[src/rtl/hs_avg2_pkg.sv]
package hs_avg2_pkg;

    typedef enum logic [2:0] {
        PH_IDLE,
        PH_TAKE,
        PH_SUM,
        PH_SHOW,
        PH_RTZ,
        PH_KEEP,
        PH_DRAIN
    } phase_t;

    typedef struct packed {
        logic req;
        logic ack;
    } chan_t;

    function automatic int unsigned eff_delay(input int unsigned d);
        return (d < 1) ? 1 : d;
    endfunction

endpackage

[src/rtl/hs_avg2_store.sv]
module hs_avg2_store #(
    parameter int DATA_W = 8
) (
    input  logic              clk,
    input  logic              rst,
    input  logic              req,
    input  logic [DATA_W-1:0] d,
    output logic              ack,
    output logic [DATA_W-1:0] q
);
    always_ff @(posedge clk) begin
        if (rst) begin
            q   <= '0;
            ack <= 1'b0;
        end else begin
            ack <= req;
            if (req) q <= d;
        end
    end

    a_r2_ack_tracks_req: assert property (@(posedge clk) disable iff (rst)
        req |=> ack);
    a_r2_held_when_idle: assert property (@(posedge clk) disable iff (rst)
        !req |=> $stable(q));
endmodule

[src/rtl/hs_avg2_adder.sv]
module hs_avg2_adder
    import hs_avg2_pkg::*;
#(
    parameter int DATA_W    = 8,
    parameter int ADD_DELAY = 3
) (
    input  logic              clk,
    input  logic              rst,
    input  logic              req,
    input  logic [DATA_W-1:0] a,
    input  logic [DATA_W-1:0] b,
    output logic              ack,
    output logic [DATA_W-1:0] mean
);
    localparam int unsigned DLY   = eff_delay(ADD_DELAY);
    localparam int          SUM_W = DATA_W + 1;

    logic [SUM_W-1:0] sum_q;

    generate
        if (DLY == 1) begin : g_single
            always_ff @(posedge clk) begin
                if (rst) begin
                    ack   <= 1'b0;
                    sum_q <= '0;
                end else begin
                    ack <= req;
                    if (req) sum_q <= SUM_W'(a) + SUM_W'(b);
                end
            end
        end else begin : g_count
            localparam int CNT_W = $clog2(DLY + 1);
            logic [CNT_W-1:0] cnt;
            always_ff @(posedge clk) begin
                if (rst) begin
                    ack   <= 1'b0;
                    cnt   <= '0;
                    sum_q <= '0;
                end else if (!req) begin
                    ack <= 1'b0;
                    cnt <= '0;
                end else begin
                    sum_q <= SUM_W'(a) + SUM_W'(b);
                    if (!ack) begin
                        if (cnt == CNT_W'(DLY - 1)) ack <= 1'b1;
                        else                        cnt <= cnt + 1'b1;
                    end
                end
            end
        end
    endgenerate

    assign mean = sum_q[SUM_W-1:1];

    a_r5_ack_needs_req: assert property (@(posedge clk) disable iff (rst)
        $rose(ack) |-> $past(req));
    a_r5_ack_drops: assert property (@(posedge clk) disable iff (rst)
        !req |=> !ack);
endmodule

[src/rtl/hs_avg2_ctrl.sv]
module hs_avg2_ctrl
    import hs_avg2_pkg::*;
(
    input  logic  clk,
    input  logic  rst,
    input  logic  in_req,
    output logic  in_ack,
    input  logic  out_ack,
    output logic  out_req,
    output logic  out_load,
    output chan_t smp_ch_req,
    input  logic  smp_ack,
    output chan_t sum_ch_req,
    input  logic  sum_ack,
    output chan_t his_ch_req,
    input  logic  his_ack
);
    phase_t ph, ph_nx;

    always_comb begin
        ph_nx = ph;
        unique case (ph)
            PH_IDLE:  if (in_req && !in_ack) ph_nx = PH_TAKE;
            PH_TAKE:  if (smp_ack)            ph_nx = PH_SUM;
            PH_SUM:   if (sum_ack)            ph_nx = PH_SHOW;
            PH_SHOW:  if (out_ack)            ph_nx = PH_RTZ;
            PH_RTZ:   if (!out_ack)           ph_nx = PH_KEEP;
            PH_KEEP:  if (his_ack)            ph_nx = PH_DRAIN;
            PH_DRAIN: if (!smp_ack && !sum_ack && !his_ack) ph_nx = PH_IDLE;
            default:                          ph_nx = PH_IDLE;
        endcase
    end

    always_ff @(posedge clk) begin
        if (rst) begin
            ph     <= PH_IDLE;
            in_ack <= 1'b0;
        end else begin
            ph <= ph_nx;
            if (ph == PH_TAKE && smp_ack) in_ack <= 1'b1;
            else if (in_ack && !in_req)   in_ack <= 1'b0;
        end
    end

    always_comb begin
        smp_ch_req     = '0;
        sum_ch_req     = '0;
        his_ch_req     = '0;
        smp_ch_req.req = (ph == PH_TAKE);
        sum_ch_req.req = (ph == PH_SUM) || (ph == PH_SHOW) ||
                         (ph == PH_RTZ) || (ph == PH_KEEP);
        his_ch_req.req = (ph == PH_KEEP);
        smp_ch_req.ack = smp_ack;
        sum_ch_req.ack = sum_ack;
        his_ch_req.ack = his_ack;
    end

    assign out_req  = (ph == PH_SHOW);
    assign out_load = (ph == PH_SUM) && sum_ack;

    a_r4_in_ack_holds: assert property (@(posedge clk) disable iff (rst)
        (in_ack && in_req) |=> in_ack);
    a_r4_in_ack_falls: assert property (@(posedge clk) disable iff (rst)
        (in_ack && !in_req) |=> !in_ack);
    a_r7_out_req_falls: assert property (@(posedge clk) disable iff (rst)
        (out_req && out_ack) |=> !out_req);
    a_r5_out_after_sum: assert property (@(posedge clk) disable iff (rst)
        $rose(out_req) |-> $past(sum_ack));
    a_r8_hist_after_out: assert property (@(posedge clk) disable iff (rst)
        $rose(his_ch_req.req) |-> $past(!out_ack && !out_req));
    a_r8_no_overlap: assert property (@(posedge clk) disable iff (rst)
        $onehot0({smp_ch_req.req, his_ch_req.req, out_req}));
endmodule

[src/rtl/hs_avg2_filter.sv]
module hs_avg2_filter
    import hs_avg2_pkg::*;
#(
    parameter int DATA_W    = 8,
    parameter int ADD_DELAY = 3
) (
    input  logic              clk,
    input  logic              rst,
    input  logic              in_req,
    output logic              in_ack,
    input  logic [DATA_W-1:0] in_data,
    output logic              out_req,
    input  logic              out_ack,
    output logic [DATA_W-1:0] out_data
);
    chan_t             smp_ch, sum_ch, his_ch;
    logic              smp_ack, sum_ack, his_ack, out_load;
    logic [DATA_W-1:0] smp_q, his_q, mean;
    logic [DATA_W-1:0] out_q;

    hs_avg2_ctrl u_ctrl (
        .clk        (clk),
        .rst        (rst),
        .in_req     (in_req),
        .in_ack     (in_ack),
        .out_ack    (out_ack),
        .out_req    (out_req),
        .out_load   (out_load),
        .smp_ch_req (smp_ch),
        .smp_ack    (smp_ack),
        .sum_ch_req (sum_ch),
        .sum_ack    (sum_ack),
        .his_ch_req (his_ch),
        .his_ack    (his_ack)
    );

    hs_avg2_store #(.DATA_W(DATA_W)) u_smp (
        .clk (clk), .rst (rst), .req (smp_ch.req), .d (in_data),
        .ack (smp_ack), .q (smp_q)
    );

    hs_avg2_store #(.DATA_W(DATA_W)) u_his (
        .clk (clk), .rst (rst), .req (his_ch.req), .d (smp_q),
        .ack (his_ack), .q (his_q)
    );

    hs_avg2_adder #(.DATA_W(DATA_W), .ADD_DELAY(ADD_DELAY)) u_add (
        .clk (clk), .rst (rst), .req (sum_ch.req), .a (smp_q), .b (his_q),
        .ack (sum_ack), .mean (mean)
    );

    always_ff @(posedge clk) begin
        if (rst)           out_q <= '0;
        else if (out_load) out_q <= mean;
    end

    assign out_data = out_q;

    a_r6_out_held: assert property (@(posedge clk) disable iff (rst)
        (out_req && !out_ack) |=> (out_req && $stable(out_data)));
    a_r1_quiet_after_reset: assert property (@(posedge clk)
        $past(rst) |-> (!in_ack && !out_req));
endmodule

[config.mk]
export PLATFORM = sky130hd
export DESIGN_NAME = hs_avg2_filter
export DESIGN_NICKNAME = d
export VERILOG_FILES = /design/src/rtl/hs_avg2_pkg.sv /design/src/rtl/hs_avg2_store.sv /design/src/rtl/hs_avg2_adder.sv /design/src/rtl/hs_avg2_ctrl.sv /design/src/rtl/hs_avg2_filter.sv
export SDC_FILE = /design/constraint.sdc
export NUM_CORES = 1
export LEC_CHECK = 0
export CORE_UTILIZATION = 25
export DETAILED_ROUTE_END_ITERATION = 10
export GPL_TIMING_DRIVEN = 0
export PLACE_DENSITY = 0.39
export SYNTH_ARGS = -nofsm -noshare
export SYNTH_HDL_FRONTEND = slang
export SYNTH_HIERARCHICAL = 1
export SYNTH_SLANG_ARGS = --single-unit
export TNS_END_PERCENT = 20
[constraint.sdc]
create_clock -name clk -period 2 [get_ports clk]
set_input_delay 0.3 -clock clk [delete_from_list [all_inputs] [get_ports clk]]
set_output_delay 0.3 -clock clk [all_outputs]
set_load 0.02 [all_outputs]
==> impl_metrics.csv <==
group,metric,value,unit
global_routing,grtUsageMet3,2.60,%
logic_synthesis,synth_nets,227,
setup_path,critical_path_class,"flip-flop to flip-flop",
layout,finalNetCount,255,
setup_path,reg2reg_depth,6,
route,drc,0,
sta,setup_viol,0,
route,vias_per_cell,4.31,
global_routing,antenna_found_initial,0,
layout,fin_cells,335,
global_routing,gr-total-overflow,0,
setup_path,r2r_slack,0.15,ns
floorplanning,coreArea,7730,um2
sta,max_slew_margin,64.1,%
logic_synthesis,synth_cells,204,
setup_path,cp-end-kind,"flip-flop",
route,vias,1444,
route,routed_wl,3980,um
power,powerDensity,910,nW/um2
sta,fin_tns_setup,0,ns
clock_tree,post-cts-setup-buffers,0,
setup_path,r2r-start,"u_smp/q[0]",
hold_path,hp-start,"u_add/sum_q[4]",
hold_path,hold_class,"flip-flop to flip-flop",
placed_design,dp.cells,327,
setup_path,regToRegEndpoint,"u_add/sum_q[6]",
logic_synthesis,synth.cell_area,2000,um2
setup_path,cp.required,2.17,ns
sta,finalHoldViolations,0,
floorplanning,start_util,25.9,%
sta,layout_setup_ws,0.146,ns
layout,area_growth,22.9,%
outcome,outcome,"finished clean",
floorplanning,die_h,91.5,um
layout,final_common_cell,"dfxtp_1",
clock_tree,cts_tree,"done",
job,drv_cap,0,
sta,rsz0062_at_grt,"no",
sta,finalCriticalPeriod,1.85,ns
clock_tree,insertion_delay,0.30,ns
global_routing,use_met1,15.4,%
clock_tree,cts_root_buf,"clkbuf_8",
clock_tree,clk_pin_slew_worst_paths,0.09,ns
global_routing,gr-usage-met2,15.2,%
global_routing,grt_pass1_wl,7160,um
layout,fin_util,31.8,%
global_routing,grt_max_degree,15,
route,drt_iter0_markers,29,
logic_synthesis,synth_area_per_cell,9.82,um2
route,drt-pass1-iter-count,4,
power,vdd_drop_max,0.267,mV
setup_path,path_cells,"and2_1, fa_1, a211oi_2, o21bai_1, a211oi_1, o22ai_1",
sta,worst_pin_slew,0.537,ns
power,p_leak,0.909,nW
setup_path,critPathLaunchType,"flip-flop",
global_routing,top_usage_layer,"met1",
route,wire_per_inst,11.9,um
floorplanning,die-area,8380,um2
placed_design,pre_cts_ws,-0.0156,ns
sta,finalCritPeriodShare,92.7,%
hold_path,min_path_cells,2,
layout,drive_above_1_share,12.4,%
hold_path,worstHoldEndpoint,"u_add/sum_q[4]",
setup_path,worstPathMaxFanout,4,
floorplanning,core.rowCount,32,
setup_path,cp_data_arrival_time,2.02,ns
layout,layout_common_cells,"dfxtp_1 (40), nor2_1 (39), mux2i_1 (27), clkdlybuf4s50_1 (20), ha_1 (10)",
floorplanning,die_x,91.5,um
layout,fin_area,2460,um2
clock_tree,cts.path.max_buffers,2,
route,ant_nets,0,
clock_tree,cts_sinks,41,
setup_path,critPathMaxStageDelay,0.43,ns
clock_tree,htreeDepth,2,
global_routing,grt_pass1_vias,1436,
placed_design,port_buffers,21,
placed_design,place_congestion,0.693,
floorplanning,ios,22,
sta,skew,0.00817,ns
setup_path,cp_slowest_cell,"fa_1",
placed_design,placed_area,2340,um2
layout,insertedDiodeCount,0,
sta,report.final.slew_viol_count,0,
clock_tree,numCtsBuffers,5,
sta,fmax,0.539,GHz
placed_design,dp_hpwl,2940,um
global_routing,grt_usage,10.8,%
logic_synthesis,yosysWarnings,6,
## critical path, delay by kind of cell, from the launching register on
family,cells,cell delay [ns]
AOI/OAI and AO/OA,4,0.77
and+or+nand+nor,1,0.18
DFF,1,0.35
adders and majority gates,1,0.43
## flip-flops by register name, indices dropped and copies added (netlist names)
name               flops
out_data               8
u_add/sum_q            8
u_his/q                8
u_smp/q                8
u_ctrl/ph              3
u_add/g_count.cnt      2
u_add/ack              1
u_ctrl/in_ack          1
u_his/ack              1
u_smp/ack              1
## report_power, final
part | total (mW) | leakage [nW] | internal (mW) | switching, mW
combinational | 0.575 | 0.523 | 0.285 | 0.291
clock | 0.684 | 0.0543 | 0.374 | 0.310
sequential | 0.982 | 0.332 | 0.900 | 0.0819
total | 2.24 | 0.909 | 1.56 | 0.682
## per-layer routing
metal | vias up | share of wire, %
li1 | 777 | -
met1 | 640 | 54
met2 | 21 | 41
met3 | 6 | 3.0
met4 | 0 | 1.8
met5 | - | 0
## final cells by class
| type | instances | area, um2 |
|---|---|---|
| well taps | 102 | 128 |
| clock inverters | 3 | 46.3 |
| clock buffers | 5 | 68.8 |
| flip-flops and latches | 41 | 822 |
| inverters | 7 | 26.3 |
| fillers | 826 | 5270 |
| multi-input cells | 146 | 1090 |
| plain buffers | 10 | 75.1 |
| repair buffers | 21 | 209 |
## through the flow
stage | hold slack [ns] | power (mW)
after floorplan | 0.369 | 1.44
after global placement | 0.459 | 1.58
after detailed placement | 0.463 | 1.58
after CTS | 0.472 | 2.29
after global routing | 0.495 | 2.40
final | 0.470 | 2.24
## worst max path at each step
stage	slack [ns]	from	cells past startpoint	end
floorplan	0.25	u_smp/q[0]	6	u_add/sum_q[6]
global route	0.006	u_smp/q[0]	6	u_add/sum_q[6]
CTS	0.07	u_smp/q[0]	6	u_add/sum_q[6]
global placement	-0.06	rst	5	u_add/sum_q[5]
finish	0.15	u_smp/q[0]	6	u_add/sum_q[6]
detailed placement	-0.02	rst	5	u_add/sum_q[5]
## repair_timing
action                                  in CTS  in global routing
endpoints found under the setup margin       2                  2
pin swaps                                    0                  1
hold buffers                                 0                  0
resized for setup                            3                  0
(Power assumes the default switching activity.)
